==> config.mk <==
export PLATFORM = sky130hd
export DESIGN_NAME = serctl_top
export DESIGN_NICKNAME = d
export VERILOG_FILES = /design/src/rtl/serctl_pkg.sv /design/src/rtl/serctl_ctrl.sv /design/src/rtl/serctl_datapath.sv /design/src/rtl/serctl_top.sv
export SDC_FILE = /design/constraint.sdc
export NUM_CORES = 1
export LEC_CHECK = 0
export ABC_AREA = 1
export BUFFER_PORTS_ARGS = -buffer_cell sky130_fd_sc_hd__buf_2
export CAP_MARGIN = 20
export CELL_PAD_IN_SITES_DETAIL_PLACEMENT = 0
export CELL_PAD_IN_SITES_GLOBAL_PLACEMENT = 1
export CORE_MARGIN = 3
export CORE_UTILIZATION = 41
export CTS_CLUSTER_DIAMETER = 150
export DETAILED_ROUTE_END_ITERATION = 10
export PLACE_DENSITY_LB_ADDON = 0.25
export SLEW_MARGIN = 25
export SYNTH_ARGS = -nofsm -noshare
export SYNTH_HDL_FRONTEND = slang
export SYNTH_SLANG_ARGS = --single-unit
==> constraint.sdc <==
create_clock -name clk -period 1.3 [get_ports clk]
set_clock_uncertainty 0.05 [all_clocks]
set_input_delay 0.13 -clock clk [delete_from_list [all_inputs] [get_ports clk]]
set_output_delay 0.13 -clock clk [all_outputs]
set_load 0.02 [all_outputs]
==> src/rtl/serctl_pkg.sv <==
package serctl_pkg;
  parameter int WORD_W = 12;
  parameter int ATTN_W = 11;
  parameter int FLAG_N = 7;
  parameter int SYNC_STAGES = 2;

  typedef struct packed {
    logic shiftEn;
    logic latchEn;
    logic bitVal;
  } ctlStrobe_t;
endpackage

==> src/rtl/serctl_ctrl.sv <==
module serctl_ctrl
  import serctl_pkg::*;
#(
  parameter int STAGES = SYNC_STAGES
) (
  input  logic       clk,
  input  logic       rstN,
  input  logic       portEn,
  input  logic       serData,
  input  logic       serClk,
  input  logic       serLatch,
  output ctlStrobe_t strobes
);
  localparam int PINS = 3;
  localparam int LAST = STAGES - 1;
  localparam int I_DAT = 0;
  localparam int I_CLK = 1;
  localparam int I_LAT = 2;

  logic [STAGES-1:0][PINS-1:0] syncChain;
  logic [PINS-1:0] prevSample;
  logic [PINS-1:0] curSample;
  logic [PINS-1:0] riseSeen;

  always_ff @(posedge clk or negedge rstN) begin
    if (!rstN) begin
      syncChain  <= '0;
      prevSample <= '0;
    end else begin
      syncChain  <= {syncChain[STAGES-2:0], {serLatch, serClk, serData}};
      prevSample <= syncChain[LAST];
    end
  end

  assign curSample = syncChain[LAST];
  assign riseSeen  = curSample & ~prevSample;

  always_comb begin
    strobes.shiftEn = portEn & riseSeen[I_CLK];
    strobes.latchEn = portEn & riseSeen[I_LAT];
    strobes.bitVal  = curSample[I_DAT];
  end
endmodule

==> src/rtl/serctl_datapath.sv <==
module serctl_datapath
  import serctl_pkg::*;
#(
  parameter int W_WORD = WORD_W,
  parameter int W_ATTN = ATTN_W,
  parameter int N_FLAG = FLAG_N
) (
  input  logic              clk,
  input  logic              rstN,
  input  ctlStrobe_t        strobes,
  output logic [W_ATTN-1:0] attnLevel,
  output logic [N_FLAG-1:0] modeFlags,
  output logic              attnUpd,
  output logic              flagUpd
);
  localparam int SEL_IDX = W_WORD - 1;

  logic [W_WORD-1:0] shiftReg;
  logic              selFlags;
  logic              loadAttn;
  logic              loadFlags;

  assign selFlags  = shiftReg[SEL_IDX];
  assign loadAttn  = strobes.latchEn & ~selFlags;
  assign loadFlags = strobes.latchEn & selFlags;

  always_ff @(posedge clk or negedge rstN) begin
    if (!rstN) begin
      shiftReg <= '0;
    end else if (strobes.shiftEn) begin
      shiftReg <= {shiftReg[W_WORD-2:0], strobes.bitVal};
    end
  end

  always_ff @(posedge clk or negedge rstN) begin
    if (!rstN) begin
      attnLevel <= '0;
      modeFlags <= '0;
      attnUpd   <= 1'b0;
      flagUpd   <= 1'b0;
    end else begin
      attnUpd <= loadAttn;
      flagUpd <= loadFlags;
      if (loadAttn)  attnLevel <= shiftReg[W_ATTN-1:0];
      if (loadFlags) modeFlags <= shiftReg[N_FLAG-1:0];
    end
  end
endmodule

==> src/rtl/serctl_top.sv <==
module serctl_top
  import serctl_pkg::*;
(
  input  logic              clk,
  input  logic              rstN,
  input  logic              portEn,
  input  logic              serData,
  input  logic              serClk,
  input  logic              serLatch,
  output logic [ATTN_W-1:0] attnLevel,
  output logic [FLAG_N-1:0] modeFlags,
  output logic              attnUpd,
  output logic              flagUpd
);
  ctlStrobe_t strobes;

  serctl_ctrl #(.STAGES(SYNC_STAGES)) u_ctrl (
    .clk      (clk),
    .rstN     (rstN),
    .portEn   (portEn),
    .serData  (serData),
    .serClk   (serClk),
    .serLatch (serLatch),
    .strobes  (strobes)
  );

  serctl_datapath #(.W_WORD(WORD_W), .W_ATTN(ATTN_W), .N_FLAG(FLAG_N)) u_dp (
    .clk       (clk),
    .rstN      (rstN),
    .strobes   (strobes),
    .attnLevel (attnLevel),
    .modeFlags (modeFlags),
    .attnUpd   (attnUpd),
    .flagUpd   (flagUpd)
  );
endmodule

==> impl_metrics.py <==
metrics = {
    "die": {
        "core-area_mm2": 0.00339,
        "die_width_um": 65.7,
        "die_area_mm2": 0.00432,
        "core.rowCount": 21,
        "initial_core_util_pct": 43.2,
        "die_h_um": 65.7,
        "ios": 26,
    },
    "hold_path": {
        "hold_path_class": "input port to asynchronous set/reset pin",
    },
    "worst_setup_path": {
        "cpPeakStageDelay_ns": 0.35,
        "critical_path.startpoint": "u_ctrl.curSample[2]$_DFF_PN0_",
        "reg2reg_to": "u_dp.modeFlags[0]$_DFFE_PN0P_",
        "r2r_start": "u_ctrl.curSample[2]$_DFF_PN0_",
        "r2r_cells": 6,
        "worst-path-max-fanout": 13,
        "critPathKind": "flip-flop to flip-flop",
        "cp.required_ns": 1.49,
        "slowest_stage": "dfrtp_1",
        "reg2reg_slack_ns": 0.16,
        "cp_common_cell": "nand2_1",
        "path_cells": "nand2_1, nor2_2, buf_12, nand2_2, nand2_1, nand2_1",
        "arrival_ns": 1.34,
        "startpoint_type": "flip-flop",
        "endpoint_kind": "flip-flop",
    },
    "logic_synthesis": {
        "synth-seq-cells": 40,
        "ys_seq_area_share_pct": 68.4,
        "synth_top_cell_area_share_pct": 68.4,
        "synth_area_leader_cell": "dfrtp_1",
        "ys_warn_count": 0,
        "synth_cell_types": 12,
        "syn_inst": 145,
        "avgSynthCellArea_um2": 10.1,
        "synth_area_mm2": 0.00146,
        "yosys-top-cells-area": "dfrtp_1 68%, nand2_1 13%, nand3_1 6.2%, o21ai_0 4.1%, inv_1 3.8%",
        "synth_fp_nets": 151,
    },
    "power": {
        "vdd_drop_max_v": 0.000618,
        "power_w": 0.00237,
        "p_leak_nw": 0.968,
        "p_per_area_mw_per_mm2": 1350,
    },
    "cts": {
        "clockRootBuffer": "clkbuf_4",
        "clk_path_buf_depth": 2,
        "cts_setup_buffers": 0,
        "clock-sinks": 40,
        "clk_pin_slew_worst_paths_ns": 0.11,
        "clkLatencyLatePin_ns": 0.34,
        "cts_tree": "done",
        "cts-buffers-inserted": 5,
        "h-tree-depth": 2,
    },
    "global_routing": {
        "grt_pass1_vias": 1018,
        "grt_antenna_before_repair": 0,
        "grt_usage_pct": 14.2,
        "grt_overflow": 0,
        "use_met3_pct": 3.59,
        "grt_pass1_wl_um": 4510,
        "grt-busiest-layer": "met2",
        "globalRouteMet2Util_pct": 23.0,
        "grt_use_met1_pct": 16.6,
        "grt_start_max_net_pins": 26,
    },
    "timing": {
        "relSlewSlack_pct": 73.9,
        "max_freq_ghz": 0.875,
        "final_max_slew_viol_count": 0,
        "setup_viol": 0,
        "period_share_pct": 87.9,
        "rsz0062_at_grt": "yes",
        "tightest_slew_ns": 0.392,
        "tns_ns": 0,
        "timing_hold_violations_final": 0,
        "period_needed_ns": 1.14,
    },
    "place": {
        "dp_hpwl_um": 1820,
        "portBuffers": 25,
        "place_congestion": 0.765,
    },
    "detailed_routing": {
        "dr.pass1.iters": 4,
        "ant_nets": 0,
        "wl_per_cell_um": 11.1,
        "drc_errors": 0,
        "drt-initial-drc-count": 35,
        "wirelength_um": 2520,
        "via_count": 1030,
        "viasPerCell": 4.56,
    },
    "cells_and_area": {
        "synthToLayoutAreaGrowth_pct": 20.1,
        "num_antenna_cells": 0,
        "fin_nets": 186,
        "drive_gt1_share_pct": 22.2,
        "fill_cells": 325,
    },
    "run_status": {
        "status": "completed",
    },
    "flow_run": {
        "drv_cap": 0,
    },
}
==> state kept, by name, indices dropped and copies added (netlist names) <==
signal             flops
u_ctrl.curSample       3
u_dp.modeFlags         7
u_dp.flagUpd           1
u_ctrl.prevSample      2
u_dp.attnLevel        11
u_dp.attnUpd           1
u_dp.shiftReg         12
u_ctrl.syncChain       3
==> cells in the final DEF (no fill, tap or decap), drive strengths merged <==
| cell type | count |
|---|---|
| buf | 31 |
| clkbuf | 6 |
| nand3 | 18 |
| inv | 15 |
| nor2 | 1 |
| nand2 | 51 |
| nand3b | 1 |
| o21ai | 12 |
| clkinv | 1 |
| dlygate4sd3 | 4 |
| dfrtp | 40 |
==> Yosys cell counts <==
| library cell | n |
|---|---|
| buf_2 | 2 |
| buf_4 | 3 |
| buf_6 | 1 |
| clkbuf_1 | 1 |
| dfrtp_1 | 40 |
| inv_1 | 15 |
| nand2_1 | 50 |
| nand2_2 | 1 |
| nand3_1 | 18 |
| nand3b_1 | 1 |
| nor2_2 | 1 |
| o21ai_0 | 12 |
==> worst max-delay path by stage <==
stage | end | slack (ns)
5_1_grt | u_dp.attnLevel[3]$_DFFE_PN0P_ | 0.0001
3_5_place_dp | u_dp.attnLevel[8]$_DFFE_PN0P_ | 0.05
2_1_floorplan | u_dp.attnLevel[1]$_DFFE_PN0P_ | 0.24
4_1_cts | u_dp.attnLevel[8]$_DFFE_PN0P_ | 0.04
3_3_place_gp | u_dp.attnLevel[0]$_DFFE_PN0P_ | 0.1
6_report | u_dp.modeFlags[0]$_DFFE_PN0P_ | 0.16
==> critical path, delay by kind of cell, from the launching register on <==
kind,cells,cell delay [ns]
flops,1,0.35
simple gates,5,0.47
buf+inv,1,0.16
==> where the power goes <==
part,switching (W),internal (W),total [W]
sequential,0.0000950,0.00138,0.00147
clock,0.000366,0.000199,0.000566
combinational,0.000211,0.000126,0.000336
total,0.000672,0.00170,0.00237
==> per-stage QoR <==
stage / cells / setup WS (ns) / area [µm²] / hold slack, ns / util [%]
2_1_floorplan: 145 / 0.241 / 1460 / -0.216 / -
3_3_place_gp: 215 / 0.0978 / 1670 / 0.0129 / 49.2
3_5_place_dp: 215 / 0.0548 / 1670 / 0.0298 / 49.2
4_1_cts: 226 / 0.0376 / 1750 / 0.191 / 51.8
5_1_grt: 226 / 0.000139 / 1760 / 0.194 / 51.8
6_report: 226 / 0.157 / 1760 / 0.183 / 51.8
==> cell type report <==
class / count / area, µm² / share of cell area (%)
inverters: 15 / 56.3 / 3.21
clock inverters: 1 / 5.00 / 0.285
flip-flops and latches: 40 / 1000 / 57.0
well taps: 46 / 57.6 / 3.28
multi-input cells: 83 / 360 / 20.5
clock buffers: 6 / 41.3 / 2.35
repair buffers: 35 / 235 / 13.4
==> timing repair <==
| item | CTS | global route |
|---|---|---|
| gates resized for setup | 0 | 1 |
| endpoints found under the hold margin | 43 | 0 |
| hold buffers | 4 | 0 |
| setup endpoints to repair | 0 | 12 |
==> cell families (layout without fill, tap and decap cells) <==
family	after synthesis	in the layout	synth area share [%]
simple gates	71	71	20.4
flops	40	40	68.4
buf+inv	22	57	7.10
compound gates	12	12	4.11
==> routing by layer <==
metal	routed length (µm)	share of wire, %	vias to the layer above
li1	-	-	522
met2	1220	48	21
met3	108	4.3	8
met1	1110	44	479
met5	0	0	-
met4	79	3.1	0
Note: power is estimated with default switching activity, not from simulation.
